`src/rtl/cfg_rmw_pkg.sv`:
```
package cfg_rmw_pkg;
  localparam int DATA_W = 32;
  localparam int IDX_W  = 8;
  localparam logic [7:0] OPC_RMW = 8'hB8;

  typedef enum logic [2:0] {
    ALU_OR   = 3'd0,
    ALU_AND  = 3'd1,
    ALU_XOR  = 3'd2,
    ALU_ADD  = 3'd3,
    ALU_ORN  = 3'd4,
    ALU_ANDN = 3'd5,
    ALU_XORN = 3'd6,
    ALU_SUB  = 3'd7
  } alu_op_e;

  typedef struct packed {
    logic [7:0]       opcode;
    logic             keep_old;
    alu_op_e          alu;
    logic [4:0]       width;
    logic [4:0]       rot;
    logic [1:0]       src_sel;
    logic [IDX_W-1:0] idx;
  } instr_t;
endpackage

```
`src/rtl/cfg_rmw_rotr.sv`:
```
module cfg_rmw_rotr
  import cfg_rmw_pkg::*;
#(
  parameter int W = DATA_W
) (
  input  logic [W-1:0]         din,
  input  logic [$clog2(W)-1:0] amt,
  output logic [W-1:0]         dout
);
  localparam int SH_W = $clog2(W);

  logic [W-1:0] stg [SH_W+1];

  assign stg[0] = din;

  for (genvar s = 0; s < SH_W; s++) begin : g_stage
    localparam int D = 1 << s;
    assign stg[s+1] = amt[s] ? {stg[s][D-1:0], stg[s][W-1:D]} : stg[s];
  end

  assign dout = stg[SH_W];
endmodule

```
`src/rtl/cfg_rmw_decode.sv`:
```
module cfg_rmw_decode
  import cfg_rmw_pkg::*;
#(
  parameter int THR_W = 2,
  localparam int NSCR = 1 << THR_W
) (
  input  logic [DATA_W-1:0]      word,
  input  logic [THR_W-1:0]       thread_id,
  input  logic [NSCR*DATA_W-1:0] scratch_flat,
  output instr_t                 fields,
  output logic                   legal,
  output logic [DATA_W-1:0]      src_val
);
  logic [THR_W-1:0] pick;

  always_comb begin
    fields = instr_t'(word);
    legal  = (fields.opcode == OPC_RMW);
    if (fields.src_sel == 2'd3) pick = thread_id;
    else                        pick = THR_W'(fields.src_sel);
    src_val = scratch_flat[pick*DATA_W +: DATA_W];
  end
endmodule

```
`src/rtl/cfg_rmw_shaper.sv`:
```
module cfg_rmw_shaper
  import cfg_rmw_pkg::*;
(
  input  logic [DATA_W-1:0] src_val,
  input  logic [4:0]        width,
  input  logic [4:0]        rot,
  output logic [DATA_W-1:0] operand,
  output logic [DATA_W-1:0] region
);
  logic [DATA_W-1:0] mask;
  logic [DATA_W-1:0] masked;

  for (genvar i = 0; i < DATA_W; i++) begin : g_mask
    assign mask[i] = (5'(i) <= width);
  end

  assign masked = src_val & mask;

  cfg_rmw_rotr #(.W(DATA_W)) u_rot_op (
    .din (masked),
    .amt (rot),
    .dout(operand)
  );

  cfg_rmw_rotr #(.W(DATA_W)) u_rot_mask (
    .din (mask),
    .amt (rot),
    .dout(region)
  );
endmodule

```
`src/rtl/cfg_rmw_alu.sv`:
```
module cfg_rmw_alu
  import cfg_rmw_pkg::*;
(
  input  logic [DATA_W-1:0] old_val,
  input  logic [DATA_W-1:0] operand,
  input  logic [DATA_W-1:0] region,
  input  logic              keep_old,
  input  alu_op_e           op,
  output logic [DATA_W-1:0] result
);
  logic [DATA_W-1:0] base;

  always_comb begin
    base = keep_old ? old_val : (old_val & ~region);
    unique case (op)
      ALU_OR:   result = base | operand;
      ALU_AND:  result = base & operand;
      ALU_XOR:  result = base ^ operand;
      ALU_ADD:  result = base + operand;
      ALU_ORN:  result = base | ~operand;
      ALU_ANDN: result = base & ~operand;
      ALU_XORN: result = base ^ ~operand;
      ALU_SUB:  result = base - operand;
      default:  result = base;
    endcase
  end
endmodule

```
`src/rtl/cfg_rmw_unit.sv`:
```
module cfg_rmw_unit
  import cfg_rmw_pkg::*;
#(
  parameter int THR_W  = 2,
  parameter int BANK_W = 1,
  localparam int NSCR   = 1 << THR_W,
  localparam int ADDR_W = BANK_W + IDX_W
) (
  input  logic                   clk,
  input  logic                   rst_n,
  input  logic                   instr_valid,
  output logic                   instr_ready,
  input  logic [DATA_W-1:0]      instr_word,
  input  logic [THR_W-1:0]       thread_id,
  input  logic [BANK_W-1:0]      bank_id,
  input  logic [NSCR*DATA_W-1:0] scratch_flat,
  output logic                   cfg_rd_en,
  output logic [ADDR_W-1:0]      cfg_rd_addr,
  input  logic [DATA_W-1:0]      cfg_rd_data,
  output logic                   cfg_wr_en,
  output logic [ADDR_W-1:0]      cfg_wr_addr,
  output logic [DATA_W-1:0]      cfg_wr_data,
  output logic                   illegal_op
);
  instr_t            fields;
  logic              legal;
  logic [DATA_W-1:0] src_val;
  logic [DATA_W-1:0] operand_d, region_d;
  logic [DATA_W-1:0] result;

  logic              busy_q, busy_d;
  logic              wr_q, wr_d;
  logic [DATA_W-1:0] operand_q, region_q;
  logic              keep_q;
  alu_op_e           alu_q;
  logic [ADDR_W-1:0] addr_q;
  logic [ADDR_W-1:0] wr_addr_q;
  logic [DATA_W-1:0] wr_data_q;
  logic              accept;

  cfg_rmw_decode #(.THR_W(THR_W)) u_dec (
    .word        (instr_word),
    .thread_id   (thread_id),
    .scratch_flat(scratch_flat),
    .fields      (fields),
    .legal       (legal),
    .src_val     (src_val)
  );

  cfg_rmw_shaper u_shp (
    .src_val(src_val),
    .width  (fields.width),
    .rot    (fields.rot),
    .operand(operand_d),
    .region (region_d)
  );

  cfg_rmw_alu u_alu (
    .old_val (cfg_rd_data),
    .operand (operand_q),
    .region  (region_q),
    .keep_old(keep_q),
    .op      (alu_q),
    .result  (result)
  );

  // Handshake and sequencing
  always_comb begin
    instr_ready = !busy_q;
    accept      = instr_valid && instr_ready && legal;
    illegal_op  = instr_valid && instr_ready && !legal;
    busy_d      = accept;
    wr_d        = busy_q;
  end

  always_ff @(posedge clk or negedge rst_n) begin
    if (!rst_n) begin
      busy_q <= 1'b0;
      wr_q   <= 1'b0;
    end else begin
      busy_q <= busy_d;
      wr_q   <= wr_d;
    end
  end

  // Operand capture at acceptance
  always_ff @(posedge clk or negedge rst_n) begin
    if (!rst_n) begin
      operand_q <= '0;
      region_q  <= '0;
      keep_q    <= 1'b0;
      alu_q     <= ALU_OR;
      addr_q    <= '0;
    end else if (accept) begin
      operand_q <= operand_d;
      region_q  <= region_d;
      keep_q    <= fields.keep_old;
      alu_q     <= fields.alu;
      addr_q    <= {bank_id, fields.idx};
    end
  end

  // Result capture in the read cycle
  always_ff @(posedge clk or negedge rst_n) begin
    if (!rst_n) begin
      wr_addr_q <= '0;
      wr_data_q <= '0;
    end else if (busy_q) begin
      wr_addr_q <= addr_q;
      wr_data_q <= result;
    end
  end

  assign cfg_rd_en   = busy_q;
  assign cfg_rd_addr = addr_q;
  assign cfg_wr_en   = wr_q;
  assign cfg_wr_addr = wr_addr_q;
  assign cfg_wr_data = wr_data_q;
endmodule

```
`config.mk`:
```
export PLATFORM = sky130hd
export DESIGN_NAME = cfg_rmw_unit
export DESIGN_NICKNAME = d
export VERILOG_FILES = /design/src/rtl/cfg_rmw_pkg.sv /design/src/rtl/cfg_rmw_rotr.sv /design/src/rtl/cfg_rmw_decode.sv /design/src/rtl/cfg_rmw_shaper.sv /design/src/rtl/cfg_rmw_alu.sv /design/src/rtl/cfg_rmw_unit.sv
export SDC_FILE = /design/constraint.sdc
export NUM_CORES = 1
export LEC_CHECK = 0
export CAP_MARGIN = 20
export CORE_MARGIN = 5
export CORE_UTILIZATION = 40
export CTS_CLUSTER_SIZE = 16
export DETAILED_ROUTE_END_ITERATION = 12
export PLACE_DENSITY = 0.66
export SLEW_MARGIN = 20
export SYNTH_ARGS = -nofsm -noshare
export SYNTH_HDL_FRONTEND = slang
export SYNTH_HIERARCHICAL = 1
export SYNTH_SLANG_ARGS = --single-unit
```
`constraint.sdc`:
```
create_clock -name clk -period 10 [get_ports clk]
set_input_delay 2.5 -clock clk [delete_from_list [all_inputs] [get_ports clk]]
set_output_delay 2.5 -clock clk [all_outputs]
set_load 0.03 [all_outputs]
```
Yosys cells after proc, flatten, opt, wreduce, memory -nomap -nowiden
Cells that the tools add are included.
{"block": "word_totals", "in_bits": 198, "register_bits": 120}
{"block": "classes", "shifts": 1, "reduce_logical": 6, "eq_ne": 9, "n_bitwise": 10, "add_sub_neg": 2, "n_mux": 13, "magnitude_cmp": 32}
{"operator": "$mux W32", "count": 11}
{"operator": "$pmux W32 S8", "count": 1}
{"operator": "$and A32 B32 Y32", "count": 4}
{"operator": "$shiftx A128 B8 Y32", "count": 1}
{"operator": "$le A5 B5 Y1 const A", "count": 16}
{"operator": "$not A32 Y32", "count": 2}
{"operator": "$or A32 B32 Y32", "count": 2}
{"operator": "$xor A32 B32 Y32", "count": 2}
{"operator": "$le A4 B5 Y1 const A", "count": 8}
{"operator": "$add A32 B32 Y32", "count": 1}
{"operator": "$sub A32 B32 Y32", "count": 1}
{"operator": "$le A3 B5 Y1 const A", "count": 4}
{"operator": "$eq A3 B3 Y1 const B", "count": 4}
{"operator": "$le A1 B5 Y1 const A", "count": 2}
{"operator": "$le A2 B5 Y1 const A", "count": 2}
{"operator": "$eq A8 B8 Y1 const B", "count": 1}
{"operator": "$eq A3 B2 Y1 const B", "count": 2}
{"operator": "$eq A3 B1 Y1 const B", "count": 1}
{"operator": "$logic_and A1 B1 Y1", "count": 3}
{"operator": "$logic_not A3 Y1", "count": 1}
{"operator": "$eq A2 B2 Y1 const B", "count": 1}
{"operator": "$logic_not A1 Y1", "count": 2}
{"operator": "$mux W2", "count": 1}

Longest topological paths before layout
Gate-level depths: netlist of run 1.
{"block": "logic_depth", "depth_word": 9, "ltp_mapped": 18}

Cells and area by module
The synthesis of run 1 kept the hierarchy.
{"module": "cfg_rmw_unit", "area_each_um2": 4521.8, "n_inst": 1, "cells_each": 255}
{"module": "cfg_rmw_rotr", "area_each_um2": 1949.4, "n_inst": 2, "cells_each": 116}
{"module": "cfg_rmw_alu", "area_each_um2": 3751.1, "n_inst": 1, "cells_each": 554}
{"module": "cfg_rmw_decode", "area_each_um2": 1809.2, "n_inst": 1, "cells_each": 237}
{"module": "cfg_rmw_shaper", "area_each_um2": 568.0, "n_inst": 1, "cells_each": 99}

Worst setup path after synthesis of run 1
OpenSTA, ideal clock, no wires.
{"block": "synth_path", "path_kind": "input-to-output", "startpoint": "input port instr_word[30]", "endpoint": "output port illegal_op", "required_time_ns": 7.500, "t_arrival_ns": 3.411, "stages": 3, "slack_ns": 4.089, "cell_sequence": "nand4b_1 > nor4_1 > nor3b_1"}
{"block": "synth_via", "elab_chain_len": 3}
{"item": "from (decl)", "line_no": "cfg_rmw_unit.sv:13", "source": "input logic [DATA_W-1:0] instr_word,"}
{"item": "$eq A8 B8 Y1", "line_no": "cfg_rmw_decode.sv:18", "source": "legal = (fields.opcode == OPC_RMW);"}
{"item": "named net legal", "line_no": "cfg_rmw_unit.sv:26", "source": "logic legal;"}
{"item": "$logic_not A1 Y1", "line_no": "cfg_rmw_unit.sv:71", "source": "illegal_op = instr_valid && instr_ready && !legal;"}
{"item": "$logic_and A1 B1 Y1", "line_no": "cfg_rmw_unit.sv:71"}
{"item": "to (decl)", "line_no": "cfg_rmw_unit.sv:23", "source": "output logic illegal_op"}
The timed path passes the listed nets, and every way through them passes these cells.

Final worst setup path of run 1
Same ends and word-level chain as after synthesis.

==> flow_metrics.env, run 1 <==
export IMPL_status="complete, no violations"
export IMPL_cap_violations=0
export IMPL_period_share_pct=67.9
export IMPL_dr_total_vias=12200
export IMPL_power_density_nw_per_um2=137
export IMPL_final_hold_viol_count=0
export IMPL_clock_skew_ns=0.0133
export IMPL_cts_tree="yes"
export IMPL_seqPwrFrac_pct=22.3
export IMPL_grt_ovfl_total=0
export IMPL_grt_max_degree=129
export IMPL_clockPowerShare_pct=25.6
export IMPL_syn_area_um2=14500
export IMPL_dieArea_um2=40100
export IMPL_swShare_pct=39.9
export IMPL_grt_pass1_wl_um=69700
export IMPL_cp_end_kind="output pin"
export IMPL_post_cts_setup_buffer_count=0
export IMPL_die_y_um=200
export IMPL_switchingPower_uw=950
export IMPL_multiInputGateArea_um2=10300
export IMPL_drive_gt1_share_pct=25.2
export IMPL_port_buffers=251
export IMPL_p_total_uw=2380
export IMPL_hold_path_class="reg2reg"
export IMPL_max_vdd_ir_drop_uv=120
export IMPL_htreeDepth=4
export IMPL_die_x_um=200
export IMPL_final_nets=1736
export IMPL_cts_sinks=120
export IMPL_power_leakage_uw=0.00706
export IMPL_cts_buffer_depth=2
export IMPL_period_needed_ns=6.79
export IMPL_ctsRootBufferMaster="clkbuf_16"
export IMPL_fin_util_pct=48.8
export IMPL_finalSetupTns_ns=0
export IMPL_area_growth_pct=20.2
export IMPL_cp_slowest_cell="clkdlybuf4s50_1"
export IMPL_ff2ff_path_depth=13
export IMPL_startpoint_type="input pin"
export IMPL_critical_path_required_ns=7.50
export IMPL_detail_route_antenna_nets=0
export IMPL_p_comb_share_pct=52.1
export IMPL_via_per_inst=6.15
export IMPL_dp_hpwl_um=34400
export IMPL_synth_cells=1367
export IMPL_routed_wl_um=44800
export IMPL_numCtsBuffers=17
export IMPL_path_class="in2out"
export IMPL_wire_per_inst_um=22.6
export IMPL_crit_top_cell="clkdlybuf4s50_1"
export IMPL_cts_hold_buf=0
export IMPL_ys_warn_count=6
export IMPL_max_freq_ghz=0.147
export IMPL_whs_path_depth=1
export IMPL_r2r_slack_ns=4.95
export IMPL_grt_pass1_vias=11900
export IMPL_hold_path_startpoint="cfg_wr_data[15]"
export IMPL_finalMaxSlewViolations=0
export IMPL_ff_latch_area_um2=3010
export IMPL_timing_rr_end="cfg_wr_data[29]"
export IMPL_rsz0062_at_grt="no"
export IMPL_clk_pin_slew_worst_paths_ns=0.06
export IMPL_cp_max_fo=2
export IMPL_cts_resized_gates=0
export IMPL_gp_congestion=0.924
export IMPL_start_util_pct=40.6
export IMPL_ioPinCount=252
export IMPL_p_int_uw=1430
export IMPL_crit_chain="clkdlybuf4s50_1 > nand4b_1 > nor4_1 > nor3b_1 > clkdlybuf4s50_1"
export IMPL_nFillCells=3272
export IMPL_grt_use_total_pct=21.5
export IMPL_drc=0
export IMPL_antenna_found_initial=1
export IMPL_core_area_um2=35700
export IMPL_crit_path_max_incr_delay_ns=0.62
export IMPL_rows=69
export IMPL_setup_violations=0
export IMPL_postSynthAreaPerCell_um2=10.6
export IMPL_clock_latency_ns=0.43
export IMPL_worst_pin_slew_ns=1.13
export IMPL_hold_path_end="cfg_wr_data[15]"
export IMPL_r2r_start="keep_q"
export IMPL_cp_arrival_ns=4.29
export IMPL_drt_iter0_markers=1135
export IMPL_firstDrtPassIters=6
export IMPL_slew_limit_headroom_pct=24.8
[state kept, by name, indices dropped and copies added, names as in the netlist]
| register | flops |
|---|---|
| cfg_wr_data | 32 |
| operand_q | 32 |
| region_q | 32 |
| cfg_rd_addr | 9 |
| cfg_wr_addr | 9 |
| alu_q | 3 |
| cfg_rd_en | 1 |
| cfg_wr_en | 1 |
| keep_q | 1 |
[area by class of cell]
type	count	share of cell area [%]
tap	461	3.32
clock buffer	17	2.45
clock inverter	15	0.863
timing repair buffer	267	15.3
inverter	65	1.40
multi-input combinational	1034	59.4
antenna	2	0.0288
sequential	120	17.3
[cells in the final DEF (no fill, tap or decap), types with 5 or more instances in the layout]
cell type / count
mux2_2: 163
nand3_1: 6
nor2b_1: 6
o31ai_1: 6
inv_1: 63
and3_1: 42
nand2_1: 58
clkbuf_16: 17
nand4_1: 5
a21boi_0: 24
nor3b_1: 5
ha_1: 32
o21a_1: 7
and2_1: 9
o21ai_0: 49
a211oi_1: 8
clkdlybuf4s50_1: 244
xnor2_1: 82
xor2_1: 35
inv_8: 5
nand2b_1: 6
nor2_1: 37
or3_1: 20
a21oi_1: 39
inv_6: 5
a21boi_1: 58
o21bai_1: 5
a31oi_1: 5
dfrtp_1: 118
o221ai_1: 23
mux2_4: 19
a32o_1: 32
mux4_2: 126
nor3_1: 12
a21o_1: 14
o32a_1: 34
buf_4: 16
[worst max-delay path, delay by kind of cell]
family | cells | cell delay (ns)
buffers and inverters | 2 | 1.02
AND/OR/NAND/NOR | 3 | 0.78
[worst max path at each step]
stage	startpoint	endpoint	slack, ns	cells past startpoint
global placement	thread_id[1]	operand_q[13]	3.18	11
finish	instr_word[30]	illegal_op	3.21	5
global route	instr_word[30]	illegal_op	3.09	5
CTS	instr_word[30]	illegal_op	3.21	5
detailed placement	instr_word[9]	operand_q[24]	3.19	11
floorplan	instr_word[30]	illegal_op	4.09	3
[power by group through the flow]
stage / Combinational (uW) / Sequential (uW) / Clock (uW)
after floorplan: 901 / 548 / 0
after global placement: 1190 / 538 / 0
after detailed placement: 1210 / 540 / 0
after CTS: 1220 / 531 / 621
after global routing: 1340 / 534 / 644
final: 1240 / 531 / 611
[layer usage]
| metal | global-route usage, % | part of all wire [%] |
|---|---|---|
| met1 | 28.1 | 41 |
| met2 | 36.2 | 49 |
| met3 | 4.01 | 7.1 |
| met4 | 6.96 | 3.2 |
| met5 | 0 | 0 |
[stage by stage]
step / std cells / hold WS [ns] / area, um2 / setup WS, ns
2_1_floorplan: 1370 / 0.474 / 14500 / 4.09
6_report: 1981 / 0.502 / 17400 / 3.21
4_1_cts: 1977 / 0.502 / 17300 / 3.21
3_5_place_dp: 1945 / 0.488 / 16800 / 3.19
3_3_place_gp: 1944 / 0.485 / 16700 / 3.18
5_1_grt: 1980 / 0.519 / 17400 / 3.09
Note: power is estimated with default switching activity, not from simulation.
==> run 2, diff against run 1 <==
Clock period 10 ns to 6.5 ns, I/O delays scaled along.
==> run 2 against run 1 <==
- non-clock buffer count rose by 3
- first-iteration DRC count fell by 1.9%
- hold slack got worse by 0.0012 ns
- via count fell by 0.27%
- combinational power rose by 54%
- cell area barely moved
- worst setup slack got worse by 1.9 ns
- sequential power rose by 55%
- power rose by 54%
- clock skew rose by 0.0041 ns
- global-route usage rose by 0.30 points
- clock power rose by 52%
- critical endpoint is now cfg_wr_data[29]
- largest cell class unchanged
==> flow_metrics.env, run 2 (synthesis gave the netlist of run 1 again) <==
export IMPL_status="complete, no violations"
export IMPL_cp_end_kind="flop"
export IMPL_dieArea_um2=40100
export IMPL_grt_ovfl_total=0
export IMPL_clock_skew_ns=0.0174
export IMPL_worst_pin_slew_ns=1.06
export IMPL_grt_pass1_wl_um=70300
export IMPL_final_nets=1739
export IMPL_die_x_um=200
export IMPL_clock_latency_ns=0.43
export IMPL_finalMaxSlewViolations=0
export IMPL_startpoint_type="input pin"
export IMPL_post_cts_setup_buffer_count=0
export IMPL_cts_buffer_depth=2
export IMPL_r2r_slack_ns=1.39
export IMPL_finalSetupTns_ns=0
export IMPL_ff_latch_area_um2=3010
export IMPL_multiInputGateArea_um2=10300
export IMPL_final_hold_viol_count=0
export IMPL_timing_rr_end="cfg_wr_data[29]"
export IMPL_whs_path_depth=1
export IMPL_htreeDepth=4
export IMPL_drt_iter0_markers=1114
export IMPL_via_per_inst=6.12
export IMPL_hold_path_class="reg2reg"
export IMPL_wire_per_inst_um=22.7
export IMPL_max_vdd_ir_drop_uv=184
export IMPL_cts_tree="yes"
export IMPL_cap_violations=0
export IMPL_path_class="in2reg"
export IMPL_final_cell_mix="244 x clkdlybuf4s50_1, 163 x mux2_2, 126 x mux4_2"
export IMPL_grt_pass1_vias=12100
export IMPL_r2r_start="alu_q[0]"
export IMPL_rsz0062_at_grt="no"
export IMPL_ioPinCount=252
export IMPL_nFillCells=3245
export IMPL_cp_max_fo=5
export IMPL_grt_use_total_pct=21.8
export IMPL_numCtsBuffers=17
export IMPL_setup_violations=0
export IMPL_period_share_pct=80.2
export IMPL_dr_total_vias=12100
export IMPL_port_buffers=251
export IMPL_gp_congestion=0.947
export IMPL_firstDrtPassIters=5
export IMPL_slew_limit_headroom_pct=29.4
export IMPL_clk_pin_slew_worst_paths_ns=0.06
export IMPL_ff2ff_path_depth=14
export IMPL_period_needed_ns=5.21
export IMPL_area_growth_pct=20.3
export IMPL_routed_wl_um=45100
export IMPL_whs_ns=0.501
export IMPL_ctsRootBufferMaster="clkbuf_16"
export IMPL_core_area_um2=35700
export IMPL_critical_path_required_ns=6.82
export IMPL_grt_max_degree=79
export IMPL_drc=0
export IMPL_final_common_cell="clkdlybuf4s50_1"
export IMPL_max_freq_ghz=0.192
export IMPL_cp_arrival_ns=5.53
export IMPL_die_y_um=200
export IMPL_power_leakage_uw=0.00706
export IMPL_cts_resized_gates=0
export IMPL_hold_path_end="region_q[14]"
export IMPL_hold_path_startpoint="region_q[14]"
export IMPL_rows=69
export IMPL_cts_sinks=120
export IMPL_drive_gt1_share_pct=25.4
export IMPL_detail_route_antenna_nets=0
export IMPL_cts_hold_buf=0
export IMPL_fin_util_pct=48.8
export IMPL_power_density_nw_per_um2=210
export IMPL_dp_hpwl_um=35200
export IMPL_antenna_found_initial=3
export IMPL_start_util_pct=40.6
## run 2: changes by cell type in the layout (fill, tap and decap cells not counted), sizes merged
cell,previous run,this run
diode,2,3
clkinvlp,1,3
buf,23,26
inv,75,74
clkinv,4,3
## run 2: worst max path at each step
stage	from	endpoint	slack (ns)	cells past startpoint
final	cfg_rd_data[1]	cfg_wr_data[29]	1.29	13
after global routing	alu_q[0]	cfg_wr_data[29]	1.06	14
after CTS	cfg_rd_data[1]	cfg_wr_data[29]	1.34	13
after detailed placement	cfg_rd_data[1]	cfg_wr_data[29]	0.88	13
after global placement	cfg_rd_data[1]	cfg_wr_data[29]	0.93	13
after floorplan	cfg_rd_data[0]	cfg_wr_data[28]	1.83	14
## run 2: critical path, cell delays in order
cell and delay (ns):
clkdlybuf4s50_1 0.44, a21boi_0 0.56, ha_1 0.35, nor2b_1 0.14, o31a_1 0.28, o31a_1 0.32
a211o_1 0.34, o22ai_1 0.42, nand4_1 0.21, a31oi_1 0.26, mux2i_1 0.22, o211ai_1 0.10
mux2_2 0.28
## run 2: through the flow
stage	area, um2	setup slack [ns]	power, uW	cells
6_report	17400	1.29	3660	1985
5_1_grt	17400	1.06	3880	1984
4_1_cts	17400	1.34	3660	1981
3_5_place_dp	16800	0.885	2710	1949
3_3_place_gp	16800	0.925	2680	1949
2_1_floorplan	14500	1.83	2230	1370
## run 2: metal layers
layer	part of all wire, %	up-vias	global-route usage, %	routed length, um
li1	-	5548	-	-
met5	0.029	-	0	13
met2	48	540	36.0	21900
met1	41	5971	28.7	18400
met4	3.3	2	7.77	1480
met3	7.4	83	4.12	3330
## run 2: cell type report
type	instances	share of cell area, %
multi-input cells	1034	59.3
clock inverters	15	0.877
inverters	65	1.40
well taps	461	3.31
flip-flops and latches	120	17.3
repair buffers	270	15.3
clock buffers	17	2.44
diodes	3	0.0431
## run 2: where the power goes
| group | internal, uW | switching (uW) | total, uW |
|---|---|---|---|
| sequential | 781 | 40.0 | 821 |
| combinational | 908 | 1000 | 1910 |
| clock | 510 | 420 | 930 |
| total | 2200 | 1460 | 3660 |
